==> src/rtl/clamp_pkg.sv <==
package clamp_pkg;
    localparam int CNT_W  = 8;
    localparam int CODE_W = 8;
    localparam int NCH    = 3;

    typedef enum logic [1:0] {
        CW_IDLE  = 2'd0,
        CW_PLACE = 2'd1,
        CW_HOLD  = 2'd2
    } cw_state_e;

    typedef struct packed {
        cw_state_e        st;
        logic [CNT_W-1:0] cnt;
        logic [CNT_W-1:0] dur;
    } cw_ctx_t;

    localparam logic [CODE_W-1:0] CODE_GND = '0;
    localparam logic [CODE_W-1:0] CODE_MID = {1'b1, {(CODE_W-1){1'b0}}};

    function automatic logic [CODE_W-1:0] clamp_code(input logic mid);
        return mid ? CODE_MID : CODE_GND;
    endfunction
endpackage

==> src/rtl/sync_trail_det.sv <==
module sync_trail_det (
    input  logic clk,
    input  logic rst,
    input  logic sync_in,
    input  logic sync_pol,
    output logic trail
);
    logic s_q;
    logic act_now;
    logic act_q;

    always_ff @(posedge clk) begin
        if (rst) s_q <= sync_in;
        else     s_q <= sync_in;
    end

    assign act_now = (sync_in == sync_pol);
    assign act_q   = (s_q == sync_pol);
    assign trail   = act_q & ~act_now & ~rst;
endmodule

==> src/rtl/clamp_timer.sv <==
module clamp_timer
    import clamp_pkg::*;
(
    input  logic             clk,
    input  logic             rst,
    input  logic             trail,
    input  logic             coast,
    input  logic [CNT_W-1:0] place,
    input  logic [CNT_W-1:0] dur,
    output logic             win
);
    cw_ctx_t ctx;

    always_ff @(posedge clk) begin
        if (rst) begin
            ctx <= '{st: CW_IDLE, cnt: '0, dur: '0};
        end else if (coast) begin
            ctx.st  <= CW_IDLE;
            ctx.cnt <= '0;
        end else if (trail) begin
            ctx.dur <= dur;
            if (dur == '0) begin
                ctx.st  <= CW_IDLE;
                ctx.cnt <= '0;
            end else if (place == '0) begin
                ctx.st  <= CW_HOLD;
                ctx.cnt <= dur - 1'b1;
            end else begin
                ctx.st  <= CW_PLACE;
                ctx.cnt <= place - 1'b1;
            end
        end else begin
            case (ctx.st)
                CW_PLACE: begin
                    if (ctx.cnt == '0) begin
                        ctx.st  <= CW_HOLD;
                        ctx.cnt <= ctx.dur - 1'b1;
                    end else begin
                        ctx.cnt <= ctx.cnt - 1'b1;
                    end
                end
                CW_HOLD: begin
                    if (ctx.cnt == '0) ctx.st <= CW_IDLE;
                    else               ctx.cnt <= ctx.cnt - 1'b1;
                end
                default: ctx.st <= CW_IDLE;
            endcase
        end
    end

    assign win = (ctx.st == CW_HOLD);


    coast_quiet_chk: assert property (@(posedge clk) disable iff (rst)
        coast |=> !win);


    zero_dur_chk: assert property (@(posedge clk) disable iff (rst)
        (trail && !coast && dur == '0) |=> !win);


    imm_start_chk: assert property (@(posedge clk) disable iff (rst)
        (trail && !coast && dur != '0 && place == '0) |=> win);


    restart_chk: assert property (@(posedge clk) disable iff (rst)
        (trail && !coast && place != '0) |=> !win);


    hold_bound_chk: assert property (@(posedge clk) disable iff (rst)
        (ctx.st == CW_HOLD) |-> (ctx.cnt < ctx.dur));
endmodule

==> src/rtl/target_sel.sv <==
module target_sel
    import clamp_pkg::*;
#(
    parameter int N = NCH
) (
    input  logic [N-1:0]        mid_sel,
    output logic [N*CODE_W-1:0] target
);
    for (genvar c = 0; c < N; c++) begin : g_ch
        assign target[c*CODE_W +: CODE_W] = clamp_code(mid_sel[c]);
    end
endmodule

==> src/rtl/clamp_window_gen.sv <==
module clamp_window_gen
    import clamp_pkg::*;
#(
    parameter int N_CH = NCH,
    localparam int TW  = N_CH * CODE_W
) (
    input  logic             clk,
    input  logic             rst,
    input  logic             sync_in,
    input  logic             sync_pol,
    input  logic [CNT_W-1:0] place_i,
    input  logic [CNT_W-1:0] dur_i,
    input  logic [N_CH-1:0]  mid_sel_i,
    input  logic             coast,
    output logic             clamp_o,
    output logic [TW-1:0]    target_o
);
    logic trail;

    sync_trail_det u_det (
        .clk      (clk),
        .rst      (rst),
        .sync_in  (sync_in),
        .sync_pol (sync_pol),
        .trail    (trail)
    );

    clamp_timer u_tmr (
        .clk   (clk),
        .rst   (rst),
        .trail (trail),
        .coast (coast),
        .place (place_i),
        .dur   (dur_i),
        .win   (clamp_o)
    );

    target_sel #(.N(N_CH)) u_tgt (
        .mid_sel (mid_sel_i),
        .target  (target_o)
    );


    reset_quiet_chk: assert property (@(posedge clk)
        rst |=> !clamp_o);
endmodule

==> config.mk <==
export PLATFORM = sky130hd
export DESIGN_NAME = clamp_window_gen
export DESIGN_NICKNAME = d
export VERILOG_FILES = /design/src/rtl/clamp_pkg.sv /design/src/rtl/sync_trail_det.sv /design/src/rtl/clamp_timer.sv /design/src/rtl/target_sel.sv /design/src/rtl/clamp_window_gen.sv
export SDC_FILE = /design/constraint.sdc
export NUM_CORES = 1
export LEC_CHECK = 0
export ABC_AREA = 1
export BUFFER_PORTS_ARGS = -buffer_cell sky130_fd_sc_hd__buf_2
export CAP_MARGIN = 40
export CORE_ASPECT_RATIO = 1.2
export CORE_UTILIZATION = 50
export DETAILED_ROUTE_END_ITERATION = 10
export PLACE_DENSITY = 0.77
export SLEW_MARGIN = 20
export SYNTH_ARGS = -nofsm -noshare
export SYNTH_HDL_FRONTEND = slang
export SYNTH_HIERARCHICAL = 1
export SYNTH_SLANG_ARGS = --single-unit
==> constraint.sdc <==
create_clock -name clk -period 2.3 [get_ports clk]
set_input_delay 0.115 -clock clk [delete_from_list [all_inputs] [get_ports clk]]
set_output_delay 0.115 -clock clk [all_outputs]
set_load 0.1 [all_outputs]
[Word-level counts from Yosys, hierarchy flattened]
Cells that the tools add are included.
Storage, ports and cells
  flip-flop bits (word level): 19
  input port bits: 24
  word-level logic and storage cells: 40
Cells by class
  add/sub/neg operators: 4
  equal/unequal tests: 7
  mux-type cells: 12
  bitwise logic cells: 5
  reduce and logical (&&, ||, !) cells: 8
Operators with widths (count)
  $mux 8: 5
  $sub 8x1->8 const B: 4
  $mux 10: 3
  $logic_not 8->1: 3
  $pmux 8 s2: 1
  $reduce_and 2->1: 3
  $mux 2: 2
  $pmux 2 s2: 1
  $ne 3x1->1 const B: 1
  $ne 3x2->1 const B: 1
  $ne 3x3->1 const B: 1
  $not 1->1: 3
  $reduce_bool 3->1: 1
  $and 1x1->1: 2
  $eq 1x1->1: 2
  $eq 2x1->1 const B: 1
  $eq 2x2->1 const B: 1
  $reduce_or 2->1: 1

[Depth between registers and ports, before layout]
  depth in word-level cells: 6
  gate-level depth with buffers: 11
  depth with buffers taken out: 11

[Hierarchy]
Netlist, hierarchy kept.
Modules (own cells, without submodules)
  clamp_timer: instances 1, cells an instance 220, area an instance 1442.6 um^2
  target_sel: instances 1, cells an instance 25, area an instance 183.9 um^2
  sync_trail_det: instances 1, cells an instance 10, area an instance 53.8 um^2

[Worst setup path before layout]
Ideal clock, no wire load.
  path kind: register to register
  from: reg u_tmr/ctx[16] in the netlist's numbering
  to: reg u_tmr/ctx[12] in the netlist's numbering
  arrival time: 1.614 ns
  required time: 2.230 ns
  setup slack: 0.616 ns
  cell stages (with the launch flop): 8
  path buffers: 0
  path through: dfxtp_1 inv_1 nand2_1 inv_1 nor2_1 a211oi_1 nor2_1 a21oi_1
Between the ends
  cells in the longest elaborated chain, start to end: 3
  elaborated cells between the ends (all ways): 7
  classes of those cells: 3 x eq/ne; 2 x mux; 2 x reduce/logical
Ends and longest elaborated chain
  start: declaration: RTL line clamp_timer.sv:12  | cw_ctx_t ctx;
  start signal: assignment: RTL line clamp_timer.sv:16  | ctx <= '{st: CW_IDLE, cnt: '0, dur: '0};
  $eq 2x2->1 *
  net clamp_o: RTL line clamp_window_gen.sv:15  | output logic clamp_o,
  $pmux 8 s2 (tied with other cells): RTL line clamp_timer.sv:33  | case (ctx.st)
  $mux 10 / $reduce_and 2->1 (equally long branches)
The timed path passes the listed nets; every way through them passes the cells marked *.
A chain may end at the register's enable or synchronous reset.

[Final worst setup path]
  from: in sync_in
  to: reg u_tmr/ctx[1] in the netlist's numbering
Between the ends
  cells in the longest elaborated chain, start to end: 5
Ends and longest elaborated chain
  start: declaration: RTL line clamp_window_gen.sv:9  | input logic sync_in,
  $eq 1x1->1: RTL line sync_trail_det.sv:17  | assign act_now = (sync_in == sync_pol);
  $not 1->1: RTL line sync_trail_det.sv:19  | assign trail = act_q & ~act_now & ~rst;
  $and 1x1->1 (2 in series): RTL line sync_trail_det.sv:19
  net trail: RTL line clamp_window_gen.sv:18  | logic trail;
  $reduce_and 2->1 (no line)
The timed path passes the listed nets, and every way through them passes these cells.

==> out/results.txt <==
Setup crit end kind: register
Worst path required time: 2.52 ns
Nets@finish: 306
Initial Util: 53.5%
Leading post-synthesis cells by cell area: sky130_fd_sc_hd__dfxtp_1 23%, sky130_fd_sc_hd__buf_4 11%, sky130_fd_sc_hd__inv_1 8.3%
Clock buffer depth: 2
VDD IR-drop max: 0.388 mV
Final ANT Viol Nets: 0
Clock Pin Slew Worst Setup and Hold Paths: 0.13 ns
Number of filler cells placed in the layout: 346
1st-pass router iterations: 4
Cell count after synthesis: 255
Drt total wl: 3580 µm
Simple logic cell fraction of the synthesized area: 31.9%
Area fraction in compound gates after synthesis: 19.4%
Cell type contributing the most total cell area after synthesis: sky130_fd_sc_hd__dfxtp_1
Clock insertion delay at the later pin of the skew report: 0.31 ns
Maximum level of the CTS H-tree: 1
Detail Placement HPWL: 2980 µm
Final clock period utilization by the worst path: 83.6%
Number of design rule violations left after detail routing: 0
Category of the critical setup timing path: primary input to register
Pwr per Cell Area: 541 nW/µm²
Worst Skew: 0.0194 ns
Detail-routed net length per standard cell: 11.4 µm
Arrival @ worst endpoint: 2.14 ns
Multiplexer share of the synthesized area: 0%
Area enclosed by the die boundary: 3600 µm²
Area of placed instances: 1740 µm²
RSZ-0062 raised after global routing: false
Share of the synthesized area in the top cell type: 22.6%
Run status: finished, final reports clean
Static power due to leakage: 0.878 nW
Via-to-Cell Ratio: 5.11
Post-CTS Repair Setup Buffers: 0
Vias: 1603
CP max FO: 9
Number of buffers added on ports: 21
Core area: 3140 µm²
Post-CTS Resized: 0
CTS buffer count: 3
# setup viols final: 0
Number of DRC violations after detailed-routing iteration 0: 41
Antenna violations before repair: 0
TritonCTS clock tree: yes
Netlist Area Pre-Place: 1680 µm²
Warnings, synthesis: 6
Dominant cell by count in the synthesized netlist: sky130_fd_sc_hd__inv_1
Dominant combinational cell family by area after synthesis: simple AND/OR/NAND/NOR gates
Last weighted congestion value of the routability-driven placer: 0.906
Number of global-route vias before repair: 1503
Library cells used by synthesis: 34
Count of flip-flops with a built-in enable after synthesis: 0
Maximum number of pins on one net before global-route repair: 13
Setup TNS: 0 ns
FMAX: 520 MHz
Number of cell rows: 22
Area growth, synth to finish: 5.73%
# diodes: 0
Most numerous cell types in the synthesized netlist: 37 x sky130_fd_sc_hd__inv_1, 32 x sky130_fd_sc_hd__nand2_1, 32 x sky130_fd_sc_hd__nor2_1, 24 x sky130_fd_sc_hd__buf_4
Min-delay worst type: primary input to register
Post-synthesis share of cell area spent on full adders, half adders and majority gates: 2.23%
Root buffer cell: sky130_fd_sc_hd__clkbuf_4
Count of state elements after synthesis: 19
Number of buffers added to fix hold violations after cts: 1
Dominant synthesized flop cell: sky130_fd_sc_hd__dfxtp_1
Wire length of the first global-routing pass: 6110 µm
Fraction of final layout cells with drive strength greater than 1: 18.7%
Global-route total usage across every layer: 23.0%
Xor and xnor area share after synthesis: 3.65%
Synthesized area per cell: 6.59 µm²
Type of origin of the critical path: primary input
Number of primary I/O pins: 49
TritonCTS Sinks: 19
Max-cap violations: 0
Post-layout instance area: 1780 µm²
Congestion Overflow GR: 0
Floorplan die height: 65.5 µm
Share of the yosys chip area belonging to registers: 22.6%
Final count of hold timing violations: 0
Share of synthesized registers carrying an async set or reset: 0%
Horizontal die dimension: 54.9 µm
Final critical delay including setup and external delays: 1.92 ns
Final Slew Violations: 0
[cell type report]
type / instances / area (µm²) / area share [%]
Inverter: 40 / 153 / 8.59
Timing Repair Buffer: 24 / 130 / 7.32
Tap cell: 36 / 45.0 / 2.54
Sequential cell: 19 / 380 / 21.4
Multi-Input combinational cell: 191 / 1040 / 58.5
Clock inverter: 1 / 7.51 / 0.423
Clock buffer: 3 / 22.5 / 1.27
[worst max-delay path, cell delays in order]
cell and delay [ns]:
sky130_fd_sc_hd__dlygate4sd3_1 0.53, sky130_fd_sc_hd__buf_2 0.13, sky130_fd_sc_hd__nor2_1 0.10, sky130_fd_sc_hd__nor2_1 0.04
sky130_fd_sc_hd__nor2_1 0.10, sky130_fd_sc_hd__buf_4 0.17, sky130_fd_sc_hd__clkinv_1 0.26, sky130_fd_sc_hd__nor2_4 0.26
sky130_fd_sc_hd__inv_1 0.16, sky130_fd_sc_hd__a211oi_1 0.27
[cell usage in the layout (no fill, tap or decap), types with 3 or more instances in the layout]
| master | synthesis | routed |
|---|---|---|
| sky130_fd_sc_hd__nand3_1 | 19 | 19 |
| sky130_fd_sc_hd__inv_1 | 37 | 37 |
| sky130_fd_sc_hd__dfxtp_1 | 19 | 19 |
| sky130_fd_sc_hd__nor2_4 | 4 | 4 |
| sky130_fd_sc_hd__a211oi_1 | 9 | 9 |
| sky130_fd_sc_hd__o21ai_0 | 12 | 12 |
| sky130_fd_sc_hd__conb_1 | 1 | 21 |
| sky130_fd_sc_hd__nor3_1 | 3 | 3 |
| sky130_fd_sc_hd__clkbuf_4 | 0 | 3 |
| sky130_fd_sc_hd__nand2_2 | 10 | 10 |
| sky130_fd_sc_hd__xor2_1 | 6 | 6 |
| sky130_fd_sc_hd__a21oi_1 | 17 | 17 |
| sky130_fd_sc_hd__o21ai_1 | 5 | 5 |
| sky130_fd_sc_hd__ha_1 | 3 | 3 |
| sky130_fd_sc_hd__buf_2 | 0 | 21 |
| sky130_fd_sc_hd__nand2_1 | 32 | 32 |
| sky130_fd_sc_hd__nor2_1 | 32 | 32 |
[cell families after synthesis]
kind of cell    after synthesis
compound gates               53
xor+xnor                      7
fa+ha+maj                     3
buf+inv                      65
flops                        19
other cells                   1
simple gates                107
[state kept, by name, summed over array words and instances, names as in the netlist]
register / count
u_det/s_q: 1
u_tmr/ctx: 18
[through the flow]
stage	total power, W	hold WS, ns	utilization (%)	worst slack [ns]	cells
6_report	0.000961	0.103	56.6	0.378	314
5_1_grt	0.00102	0.0962	56.6	0.209	314
4_1_cts	0.000959	0.102	56.6	0.411	314
3_5_place_dp	0.000786	0.231	55.3	0.594	309
3_3_place_gp	0.000784	0.231	55.3	0.602	309
2_1_floorplan	0.000764	0.143	-	0.616	275
[path summary, 6_finish.rpt]
| path | from | end | slack [ns] | cells after the start |
|---|---|---|---|---|
| min reg2reg | u_tmr/ctx[7]$_SDFFE_PP0P_ | u_tmr/ctx[7]$_SDFFE_PP0P_ | 0.53 | 2 |
| max reg2reg | u_det/s_q$_DFF_P_ | u_tmr/ctx[1]$_SDFFE_PP0P_ | 0.54 | 9 |
| max | sync_in | u_tmr/ctx[1]$_SDFFE_PP0P_ | 0.38 | 10 |
| min | dur_i[3] | u_tmr/ctx[3]$_SDFFE_PP0P_ | 0.10 | 3 |
[where the power goes]
part	internal [W]	total [W]	leakage, nW	switching (W)
combinational	0.000102	0.000427	0.709	0.000324
sequential	0.000345	0.000357	0.155	0.0000123
clock	0.0000663	0.000177	0.0139	0.000111
[routing by layer]
layer  track usage [%]  vias up  wire length (µm)
li1                  -      831                 -
met1              26.3      712              1540
met2              40.5       48              1810
met3              3.01       12               118
met4              10.6        0               109
met5                 0        -                 0
Note: power is estimated with default switching activity, not from simulation.
